<file path="config.mk">
export PLATFORM = sky130hd
export DESIGN_NAME = framed_word_rx
export DESIGN_NICKNAME = d
export VERILOG_FILES = /design/src/rtl/fwr_pkg.sv /design/src/rtl/fwr_bitcount.sv /design/src/rtl/fwr_shift.sv /design/src/rtl/fwr_fsm.sv /design/src/rtl/fwr_result.sv /design/src/rtl/framed_word_rx.sv
export SDC_FILE = /design/constraint.sdc
export NUM_CORES = 1
export LEC_CHECK = 0
export CORE_ASPECT_RATIO = 1.25
export CORE_UTILIZATION = 55
export CTS_BUF_LIST = sky130_fd_sc_hd__clkbuf_2
export CTS_CLUSTER_DIAMETER = 200
export DETAILED_ROUTE_END_ITERATION = 10
export HOLD_SLACK_MARGIN = 0.06
export PLACE_DENSITY = 0.77
export SLEW_MARGIN = 5
export SYNTH_ARGS = -nofsm -noshare
export SYNTH_HDL_FRONTEND = slang
export SYNTH_HIERARCHICAL = 1
export SYNTH_SLANG_ARGS = --single-unit
</file>
<file path="constraint.sdc">
create_clock -name sclk -period 1.9 [get_ports sclk]
set_clock_uncertainty 0.2 [all_clocks]
set_input_delay 0.38 -clock sclk [delete_from_list [all_inputs] [get_ports sclk]]
set_output_delay 0.38 -clock sclk [all_outputs]
set_load 0.05 [all_outputs]
</file>
<file path="src/rtl/fwr_pkg.sv">
package fwr_pkg;

    localparam int WORD_W = 16;

    typedef enum logic [1:0] {
        ST_IDLE  = 2'd0,
        ST_DATA  = 2'd1,
        ST_CHECK = 2'd2
    } rx_state_t;

    typedef struct packed {
        logic [WORD_W-1:0] word;
        logic              valid;
        logic              err;
    } rx_result_t;

    // Expected CHECK bit: the inverse of the last data bit.
    function automatic logic expected_check(input logic last_data_bit);
        return ~last_data_bit;
    endfunction

    // END slot: all data bits high and a high CHECK bit.
    function automatic logic is_end_slot(input logic [WORD_W-1:0] w, input logic chk);
        return (&w) & chk;
    endfunction

endpackage

</file>
<file path="src/rtl/fwr_bitcount.sv">
module fwr_bitcount #(
    parameter int WORD_W = 16
) (
    input  logic clk,
    input  logic rst,
    input  logic run,
    output logic last_bit
);
    localparam int CW = $clog2(WORD_W);
    localparam logic [CW-1:0] LAST = CW'(WORD_W - 1);

    logic [CW-1:0] cnt_q;

    always_ff @(posedge clk) begin
        if (rst || !run) begin
            cnt_q <= '0;
        end else if (cnt_q == LAST) begin
            cnt_q <= '0;
        end else begin
            cnt_q <= cnt_q + 1'b1;
        end
    end

    assign last_bit = run && (cnt_q == LAST);


    cnt_clear_chk: assert property (@(posedge clk) disable iff (rst)
        !run |=> (cnt_q == '0));
endmodule

</file>
<file path="src/rtl/fwr_shift.sv">
module fwr_shift #(
    parameter int WORD_W = 16
) (
    input  logic              clk,
    input  logic              rst,
    input  logic              shift_en,
    input  logic              sdi,
    output logic [WORD_W-1:0] shreg
);
    always_ff @(posedge clk) begin
        if (rst) begin
            shreg <= '0;
        end else if (shift_en) begin
            shreg <= {shreg[WORD_W-2:0], sdi};
        end
    end


    shift_hold_chk: assert property (@(posedge clk) disable iff (rst)
        !shift_en |=> $stable(shreg));
endmodule

</file>
<file path="src/rtl/fwr_fsm.sv">
module fwr_fsm
    import fwr_pkg::*;
(
    input  logic      clk,
    input  logic      rst,
    input  logic      sdi,
    input  logic      last_bit,
    input  logic      end_seen,
    output rx_state_t state
);
    rx_state_t nxt;

    always_comb begin
        nxt = state;
        unique case (state)
            ST_IDLE:  if (!sdi) nxt = ST_DATA;
            ST_DATA:  if (last_bit) nxt = ST_CHECK;
            ST_CHECK: nxt = end_seen ? ST_IDLE : ST_DATA;
            default:  nxt = ST_IDLE;
        endcase
    end

    always_ff @(posedge clk) begin
        if (rst) state <= ST_IDLE;
        else     state <= nxt;
    end


    idle_hold_chk: assert property (@(posedge clk) disable iff (rst)
        (state == ST_IDLE && sdi) |=> (state == ST_IDLE));

    end_to_idle_chk: assert property (@(posedge clk) disable iff (rst)
        (state == ST_CHECK && end_seen) |=> (state == ST_IDLE));

    next_word_chk: assert property (@(posedge clk) disable iff (rst)
        (state == ST_CHECK && !end_seen) |=> (state == ST_DATA));
endmodule

</file>
<file path="src/rtl/fwr_result.sv">
module fwr_result
    import fwr_pkg::*;
(
    input  logic              clk,
    input  logic              rst,
    input  logic              capture,
    input  logic              sdi,
    input  logic [WORD_W-1:0] shreg,
    output rx_result_t        res
);
    always_ff @(posedge clk) begin
        if (rst) begin
            res <= '0;
        end else if (capture) begin
            res.word  <= shreg;
            res.valid <= 1'b1;
            res.err   <= (sdi != expected_check(shreg[0]));
        end else begin
            res.valid <= 1'b0;
            res.err   <= 1'b0;
        end
    end


    word_hold_chk: assert property (@(posedge clk) disable iff (rst)
        !capture |=> $stable(res.word));
endmodule

</file>
<file path="src/rtl/framed_word_rx.sv">
module framed_word_rx
    import fwr_pkg::*;
(
    input  logic              sclk,
    input  logic              rst,
    input  logic              sdi,
    output logic [WORD_W-1:0] rx_word,
    output logic              word_valid,
    output logic              check_err
);
    rx_state_t         state;
    logic              last_bit;
    logic              end_seen;
    logic [WORD_W-1:0] shreg;
    rx_result_t        res;

    assign end_seen = (state == ST_CHECK) && is_end_slot(shreg, sdi);

    fwr_bitcount #(.WORD_W(WORD_W)) u_cnt (
        .clk(sclk), .rst(rst), .run(state == ST_DATA), .last_bit(last_bit)
    );

    fwr_shift #(.WORD_W(WORD_W)) u_shift (
        .clk(sclk), .rst(rst), .shift_en(state == ST_DATA), .sdi(sdi), .shreg(shreg)
    );

    fwr_fsm u_fsm (
        .clk(sclk), .rst(rst), .sdi(sdi), .last_bit(last_bit),
        .end_seen(end_seen), .state(state)
    );

    fwr_result u_res (
        .clk(sclk), .rst(rst), .capture(state == ST_CHECK), .sdi(sdi),
        .shreg(shreg), .res(res)
    );

    assign rx_word    = res.word;
    assign word_valid = res.valid;
    assign check_err  = res.err;


    err_needs_valid_chk: assert property (@(posedge sclk) disable iff (rst)
        check_err |-> word_valid);

    valid_pulse_chk: assert property (@(posedge sclk) disable iff (rst)
        word_valid |=> !word_valid);

    valid_after_check_chk: assert property (@(posedge sclk) disable iff (rst)
        word_valid |-> $past(state == ST_CHECK));
endmodule

</file>
==> results.md, run 1 <==
* Share of cells above drive strength 1 at 21.69%
* Synth area leader: dfxtp_1
* Clock insertion delay at the later pin of the skew report at 0.39 ns
* Worst hold endpoint: u_cnt/cnt_q[0]$_SDFF_PP0_
* DRT Pass-1 Iters at 4
* Final min period at 1.591 ns
* Area post-placement at 1692 um^2
* Slew @ Worst Pin at 0.2741 ns
* Maximum clock insertion buffer count at 2
* Post-synth cell types at 27
* Crit-path max FO at 3
* Antenna-violating nets left at 0
* Crit Path Category: flop to flop
* Area of the multi-input gates at 640.6 um^2
* Layout fillers at 232
* Port Buffers at 20
* Post-route setup TNS at 0 ns
* Worst slew margin at 81.73%
* Root buffer cell: clkbuf_2
* Status: finished clean
* Die Height at 61.00 um
* Setup violators final at 0
* Register area share after synthesis at 52.29%
* Via-to-Cell Ratio at 5.100
* Core area at 2654 um^2
* Final nets at 169
* Reg2reg start: u_cnt/cnt_q[0]$_SDFF_PP0_
* Mapped Nets at 144
* Worst EP arrival at 1.70 ns
* Area growth syn-to-layout at 12.99%
* Max-Cap Viols at 0
* P_leak at 0.6847 nW
* Hold path depth at 1
* Design area at 1730 um^2
* FF+latch count, synth at 40
* Gpl congestion at 0.7196
* Postcts setup bufs at 0
* TritonCTS Buffers at 5
* IO Pins at 21
* DRC at 0
* Largest net degree at the start of global routing at 18
* Pwr/cell area at 742.2 nW/um^2
* Synth area leaders: dfxtp_1, mux2i_1, nor2_1
* Worst ir drop on vdd at 0.5022 mV
* Hold_sp: u_cnt/cnt_q[0]$_SDFF_PP0_
* Initial DRC count at 16
* Initial Util at 57.71%
* Total global routing overflow at 0
* Detailed placement HPWL at 1692 um
* Reg power frac at 66.7%
* First-pass GRT wire length at 3843 um
* Worst-path clk slew at 0.17 ns
* Final worst path period share at 83.71%
* Register area at 800.8 um^2
* DIE AREA at 3001 um^2
* ANT cells at 0
* Reg2reg setup slack at 0.31 ns
* CP Launch Type: flop
* Syn avg cell area at 10.94 um^2
* P_int at 980.9 uW
* Final wirelength at 2438 um
* Top cell type's share of synthesized area at 52.29%
* Post-Syn Area at 1531 um^2
* DIE WIDTH at 49.20 um
* Ys Warns at 6
* Unrepaired setup endpoints after global routing: false
* Hold crit path type: flop to flop
* Max Clk Rate at 628.7 MHz
* Logic pwr share at 5.9%
* CP startpoint: u_cnt/cnt_q[0]$_SDFF_PP0_
* Clock share of power at 27.4%
* R2R cell count at 5
* Hold buffer count at cts at 0
* Final worst slack at 0.3095 ns
* TritonCTS clock tree: done
* Max Slew Vio Count at 0
* Dpl ws at 0.1175 ns
* H-tree depth at 2
* Row count at 21
* Wirelength per Cell at 12.19 um
* Net Sw Frac at 23.62%
* Vias in the first global route at 910
* Gr usage total at 17.86%
* Core Util, Final at 65.21%
* Cells after Synth at 140
* Critical Path RT at 2.01 ns
* Vias at 1020
* CTS resizes at 0
* Reg2reg end: u_fsm/state[0]$_SDFFE_PP0P_
* Psw at 303.4 uW
* CP Capture Type: flop
* Final Power at 1.284 mW
* CTS Sinks at 40
* Hold Fails Final Rpt at 0
* Initial antenna violation count at 0
[area by class of cell]
type                            instances  share of cell area, %
Sequential cell                        40                  46.28
Multi-Input combinational cell         90                  37.02
Timing Repair Buffer                   26                  11.57
Tap cell                               34                  2.458
Clock buffer                            7                  2.025
Inverter                                2                 0.4338
Clock inverter                          1                 0.2169
[cells by family after synthesis]
family | synth area share [%]
AOI/OAI and AO/OA | 0.4904
xor gates and xnor gates | 1.716
adders and majority gates | 0.8169
buffers and inverters | 5.882
DFF | 52.29
muxes | 21.65
and+or+nand+nor | 17.16
[metrics by stage]
stage,instances,hold slack (ns)
after floorplan,140,0.2176
after global placement,192,0.2301
after detailed placement,192,0.2482
after CTS,200,0.2735
after global routing,200,0.2942
final,200,0.2661
[how the worst max path moves through the flow]
stage,to,slack [ns],depth (start not counted)
detailed placement,u_fsm/state[0]$_SDFFE_PP0P_,0.12,5
floorplan,u_fsm/state[0]$_SDFFE_PP0P_,0.40,5
global placement,u_fsm/state[0]$_SDFFE_PP0P_,0.15,5
finish,u_fsm/state[0]$_SDFFE_PP0P_,0.31,5
global route,u_fsm/state[0]$_SDFFE_PP0P_,0.21,5
CTS,u_fsm/state[0]$_SDFFE_PP0P_,0.30,5
[layer usage]
metal	global-route usage, %	share of wire [%]	routed length (um)	up-vias
met5	0	0	0	-
li1	-	-	-	521
met4	10.08	2.3	56	0
met1	19.84	47	1136	473
met2	29.16	47	1136	21
met3	7.519	4.4	108	5
[power groups by stage]
stage          Clock (mW)  Combinational [mW]  Sequential (mW)
6_report            0.352              0.0755            0.856
2_1_floorplan           0              0.0715            0.871
3_5_place_dp            0              0.0761            0.874
5_1_grt             0.395              0.0834            0.858
3_3_place_gp            0              0.0752            0.874
4_1_cts             0.361              0.0764            0.857
[sequential cells by signal, summed over array words and instances (netlist names)]
name / count
u_fsm/state: 2
u_res/res: 18
u_shift/shreg: 16
u_cnt/cnt_q: 4
[cell usage in the layout, fill, tap and decap left out, drive strengths merged]
cell / count
and2: 1
nand3: 3
dfxtp: 40
mux2i: 32
nor2b: 1
clkinv: 1
and4: 1
inv: 2
buf: 24
mux2: 1
nor3: 1
clkbuf: 7
nand3b: 1
xnor2: 2
ha: 1
and2b: 2
or4b: 1
nand4: 3
xor2: 1
o31ai: 1
nor4: 1
nor2: 36
clkdlybuf4s50: 2
and4bb: 1
[worst max-delay path, stage by stage (launching register included)]
cell	delay [ns]
dfxtp_1	0.36
ha_1	0.22
nand3_1	0.11
nor2_1	0.06
or4b_1	0.50
o31ai_1	0.07
[synth_stat cells (all sizes together)]
cell,n
clkbuf,1
nor2,36
mux2,1
nand4,3
buf,7
xor2,1
nand3b,1
and2b,2
mux2i,32
and4,1
o31ai,1
dfxtp,40
nor2b,1
inv,2
xnor2,2
nand3,3
ha,1
and4bb,1
and2,1
nor4,1
or4b,1
nor3,1
Power figures use the tool's default switching activity.
==> inputs of run 2 (changes only) <==
--- a/config.mk
+++ b/config.mk
@@ -6,12 +6,12 @@
 export NUM_CORES = 1
 export LEC_CHECK = 0
 export CORE_ASPECT_RATIO = 1.25
-export CORE_UTILIZATION = 55
+export CORE_UTILIZATION = 50
 export CTS_BUF_LIST = sky130_fd_sc_hd__clkbuf_2
 export CTS_CLUSTER_DIAMETER = 200
 export DETAILED_ROUTE_END_ITERATION = 10
 export HOLD_SLACK_MARGIN = 0.06
-export PLACE_DENSITY = 0.77
+export PLACE_DENSITY = 0.74
 export SLEW_MARGIN = 5
 export SYNTH_ARGS = -nofsm -noshare
 export SYNTH_HDL_FRONTEND = slang
==> constraint.sdc (replaced) <==
create_clock -name sclk -period 1.4 [get_ports sclk]
set_clock_uncertainty 0.2 [all_clocks]
set_input_delay 0.28 -clock sclk [delete_from_list [all_inputs] [get_ports sclk]]
set_output_delay 0.28 -clock sclk [all_outputs]
set_load 0.05 [all_outputs]
==> run 2 against run 1 <==
Compared with the run above:
- the run now ends with setup timing left
- routed wire length up 23%
- cell area rose by 23%
- count of clock-buffer cells in the layout unchanged
- total power rose by 38%
==> results.md, run 2 (same netlist as run 1, synthesis figures left out) <==
* Final min period at 1.543 ns (was 1.591 ns)
* Crit Path Category: flop to flop (unchanged)
* First-pass GRT wire length at 5078 um (was 3843 um)
* Reg2reg start: u_cnt/cnt_q[0]$_SDFF_PP0_ (unchanged)
* Critical Path RT at 1.51 ns (was 2.01 ns)
* DRT Pass-1 Iters at 4 (unchanged)
* Logic pwr share at 7.8% (was 5.9%)
* Failing checks: setup timing
* Hold slack at 0.3204 ns (was 0.2661 ns)
* Post-route setup TNS at -0.5044 ns (was 0 ns)
* Most common library cell in the layout ignoring fill and taps: nor2_1 (was dfxtp_1)
* Total global routing overflow at 0 (unchanged)
* Crit-path leading delay family: simple AND/OR/NAND/NOR gates (unchanged)
* CP Launch Type: flop (unchanged)
* Largest net degree at the start of global routing at 18 (unchanged)
* P_int at 1.352 mW (was 980.9 uW)
* Initial Util at 52.49% (was 57.71%)
* Final worst slack at -0.1427 ns (was 0.3095 ns)
* Most flop-heavy register: u_res/res (unchanged)
* DIE AREA at 3290 um^2 (was 3001 um^2)
* Area growth syn-to-layout at 38.48% (was 12.99%)
* Psw at 420.9 uW (was 303.4 uW)
* Commonest non-fill, non-tap cells in the layout: nor2_1, mux2i_1, dfxtp_2, dfxtp_1, buf_12 (was dfxtp_1, nor2_1, mux2i_1, buf_4, clkbuf_2)
* Slew @ Worst Pin at 0.2479 ns (was 0.2741 ns)
* Port Buffers at 20 (unchanged)
* Layout fillers at 219 (was 232)
* TritonCTS Buffers at 5 (unchanged)
* Setup violators final at 15 (was 0)
* Hold crit path type: flop to flop (unchanged)
* Critical path, cell by cell: ha_2 -> nand3_2 -> nor2_1 -> or4b_4 -> o31ai_2 (was ha_1 -> nand3_1 -> nor2_1 -> or4b_1 -> o31ai_1)
* Worst path bufs/invs at 0 (unchanged)
* Unrepaired setup endpoints after global routing: true (was false)
* Worst-path clk slew at 0.18 ns (was 0.17 ns)
* Via-to-Cell Ratio at 5.149 (was 5.100)
* Share of cells above drive strength 1 at 40.78% (was 21.69%)
* Initial antenna violation count at 0 (unchanged)
* Vias at 1107 (was 1020)
* Hold Fails Final Rpt at 0 (unchanged)
* Core Util, Final at 72.68% (was 65.21%)
* Initial DRC count at 7 (was 16)
* Max-Cap Viols at 0 (unchanged)
* Crit-path max FO at 2 (was 3)
* Vias in the first global route at 1146 (was 910)
* P_leak at 0.8182 nW (was 0.6847 nW)
* Final worst path period share at 110.2% (was 83.71%)
* Clock insertion delay at the later pin of the skew report at 0.38 ns (was 0.39 ns)
* DRC at 0 (unchanged)
* Clock share of power at 26.9% (was 27.4%)
* CP startpoint: u_cnt/cnt_q[0]$_SDFF_PP0_ (unchanged)
* Maximum clock insertion buffer count at 2 (unchanged)
* Largest register FFs at 18 (unchanged)
* Hold path depth at 2 (was 1)
* Gpl congestion at 0.7248 (was 0.7196)
* Fin cells at 215 (was 200)
* Worst EP arrival at 1.66 ns (was 1.70 ns)
* Final wirelength at 2990 um (was 2438 um)
* Reg power frac at 65.3% (was 66.7%)
* Status: finished with violations (was finished clean)
* Crit path largest cell delay at 0.49 ns (was 0.50 ns)
* Net Sw Frac at 23.74% (was 23.62%)
* Largest regs: u_res/res: 18 flops, u_shift/shreg: 16 flops, u_cnt/cnt_q: 4 flops (unchanged)
* IO Pins at 21 (unchanged)
* Pwr/cell area at 835.9 nW/um^2 (was 742.2 nW/um^2)
* DIE WIDTH at 51.50 um (was 49.20 um)
* Max Slew Vio Count at 0 (unchanged)
* H-tree depth at 2 (unchanged)
* Root buffer cell: clkbuf_2 (unchanged)
* Final nets at 182 (was 169)
* Max Clk Rate at 648.2 MHz (was 628.7 MHz)
* TritonCTS clock tree: done (unchanged)
* CTS Sinks at 40 (unchanged)
* Wirelength per Cell at 13.91 um (was 12.19 um)
* Die Height at 63.88 um (was 61.00 um)
* Detailed placement HPWL at 2113 um (was 1692 um)
* R2R cell count at 5 (unchanged)
* Worst ir drop on vdd at 0.7048 mV (was 0.5022 mV)
* Gr usage total at 21.20% (was 17.86%)
* Dpl cells at 206 (was 192)
* Max stage delay cell, worst path: or4b_4 (was or4b_1)
* Final Power at 1.773 mW (was 1.284 mW)
* Core area at 2918 um^2 (was 2654 um^2)
* Worst slew margin at 83.33% (was 81.73%)
* Hold buffer count at cts at 0 (unchanged)
* ANT cells at 0 (unchanged)
* Row count at 22 (was 21)
* Worst path depth at 5 (unchanged)
* CP Capture Type: flop (unchanged)
* Hold_sp: u_cnt/cnt_q[0]$_SDFF_PP0_ (unchanged)
* Antenna-violating nets left at 0 (unchanged)
run 2: layout make-up:
cell class                      count  area, um^2  share of cell area (%)
Multi-Input combinational cell     90       656.9                   30.97
Clock inverter                      1       3.754                  0.1770
Clock buffer                        7       35.03                   1.652
Timing Repair Buffer               39       546.8                   25.78
Sequential cell                    40       825.8                   38.94
Inverter                            2       7.507                  0.3540
Tap cell                           36       45.04                   2.124
run 2: through the flow:
stage | setup slack (ns) | area [um^2]
after global routing | -0.1810 | 2121
after CTS | -0.1422 | 2097
after floorplan | -0.03185 | 1535
final | -0.1427 | 2121
after global placement | -0.1771 | 2026
after detailed placement | -0.3254 | 2026
run 2: final timing paths:
kind,to,slack (ns)
worst max-delay path,u_fsm/state[0]$_SDFFE_PP0P_,-0.14
worst min-delay path,u_cnt/cnt_q[0]$_SDFF_PP0_,0.32
worst max register to register,u_fsm/state[0]$_SDFFE_PP0P_,-0.14
worst min register to register,u_cnt/cnt_q[0]$_SDFF_PP0_,0.32
run 2: what timing repair did:
action                                  CTS  global route
gates cloned                              0             0
endpoints found under the setup margin   42            53
hold endpoints to repair                  0             0
setup buffers                             0             1
resized for setup                        21             4
run 2: worst reg2reg max path, cell delays in order (launching register included):
cell     delay [ns]
dfxtp_2        0.36
ha_2           0.19
nand3_2        0.08
nor2_1         0.07
or4b_4         0.49
o31ai_2        0.08
run 2: power by group through the flow:
stage | sequential (mW) | combinational, mW | clock (mW)
finish | 1.16 | 0.138 | 0.477
global route | 1.16 | 0.149 | 0.544
CTS | 1.16 | 0.134 | 0.493
detailed placement | 1.18 | 0.130 | 0
global placement | 1.18 | 0.126 | 0
floorplan | 1.18 | 0.0973 | 0
run 2: routing by layer:
layer	GRT usage [%]	share of wire, %	vias up
met5	0	0	-
met3	6.667	3.9	7
li1	-	-	553
met2	37.66	52	23
met4	8.108	1.6	0
met1	22.67	42	524
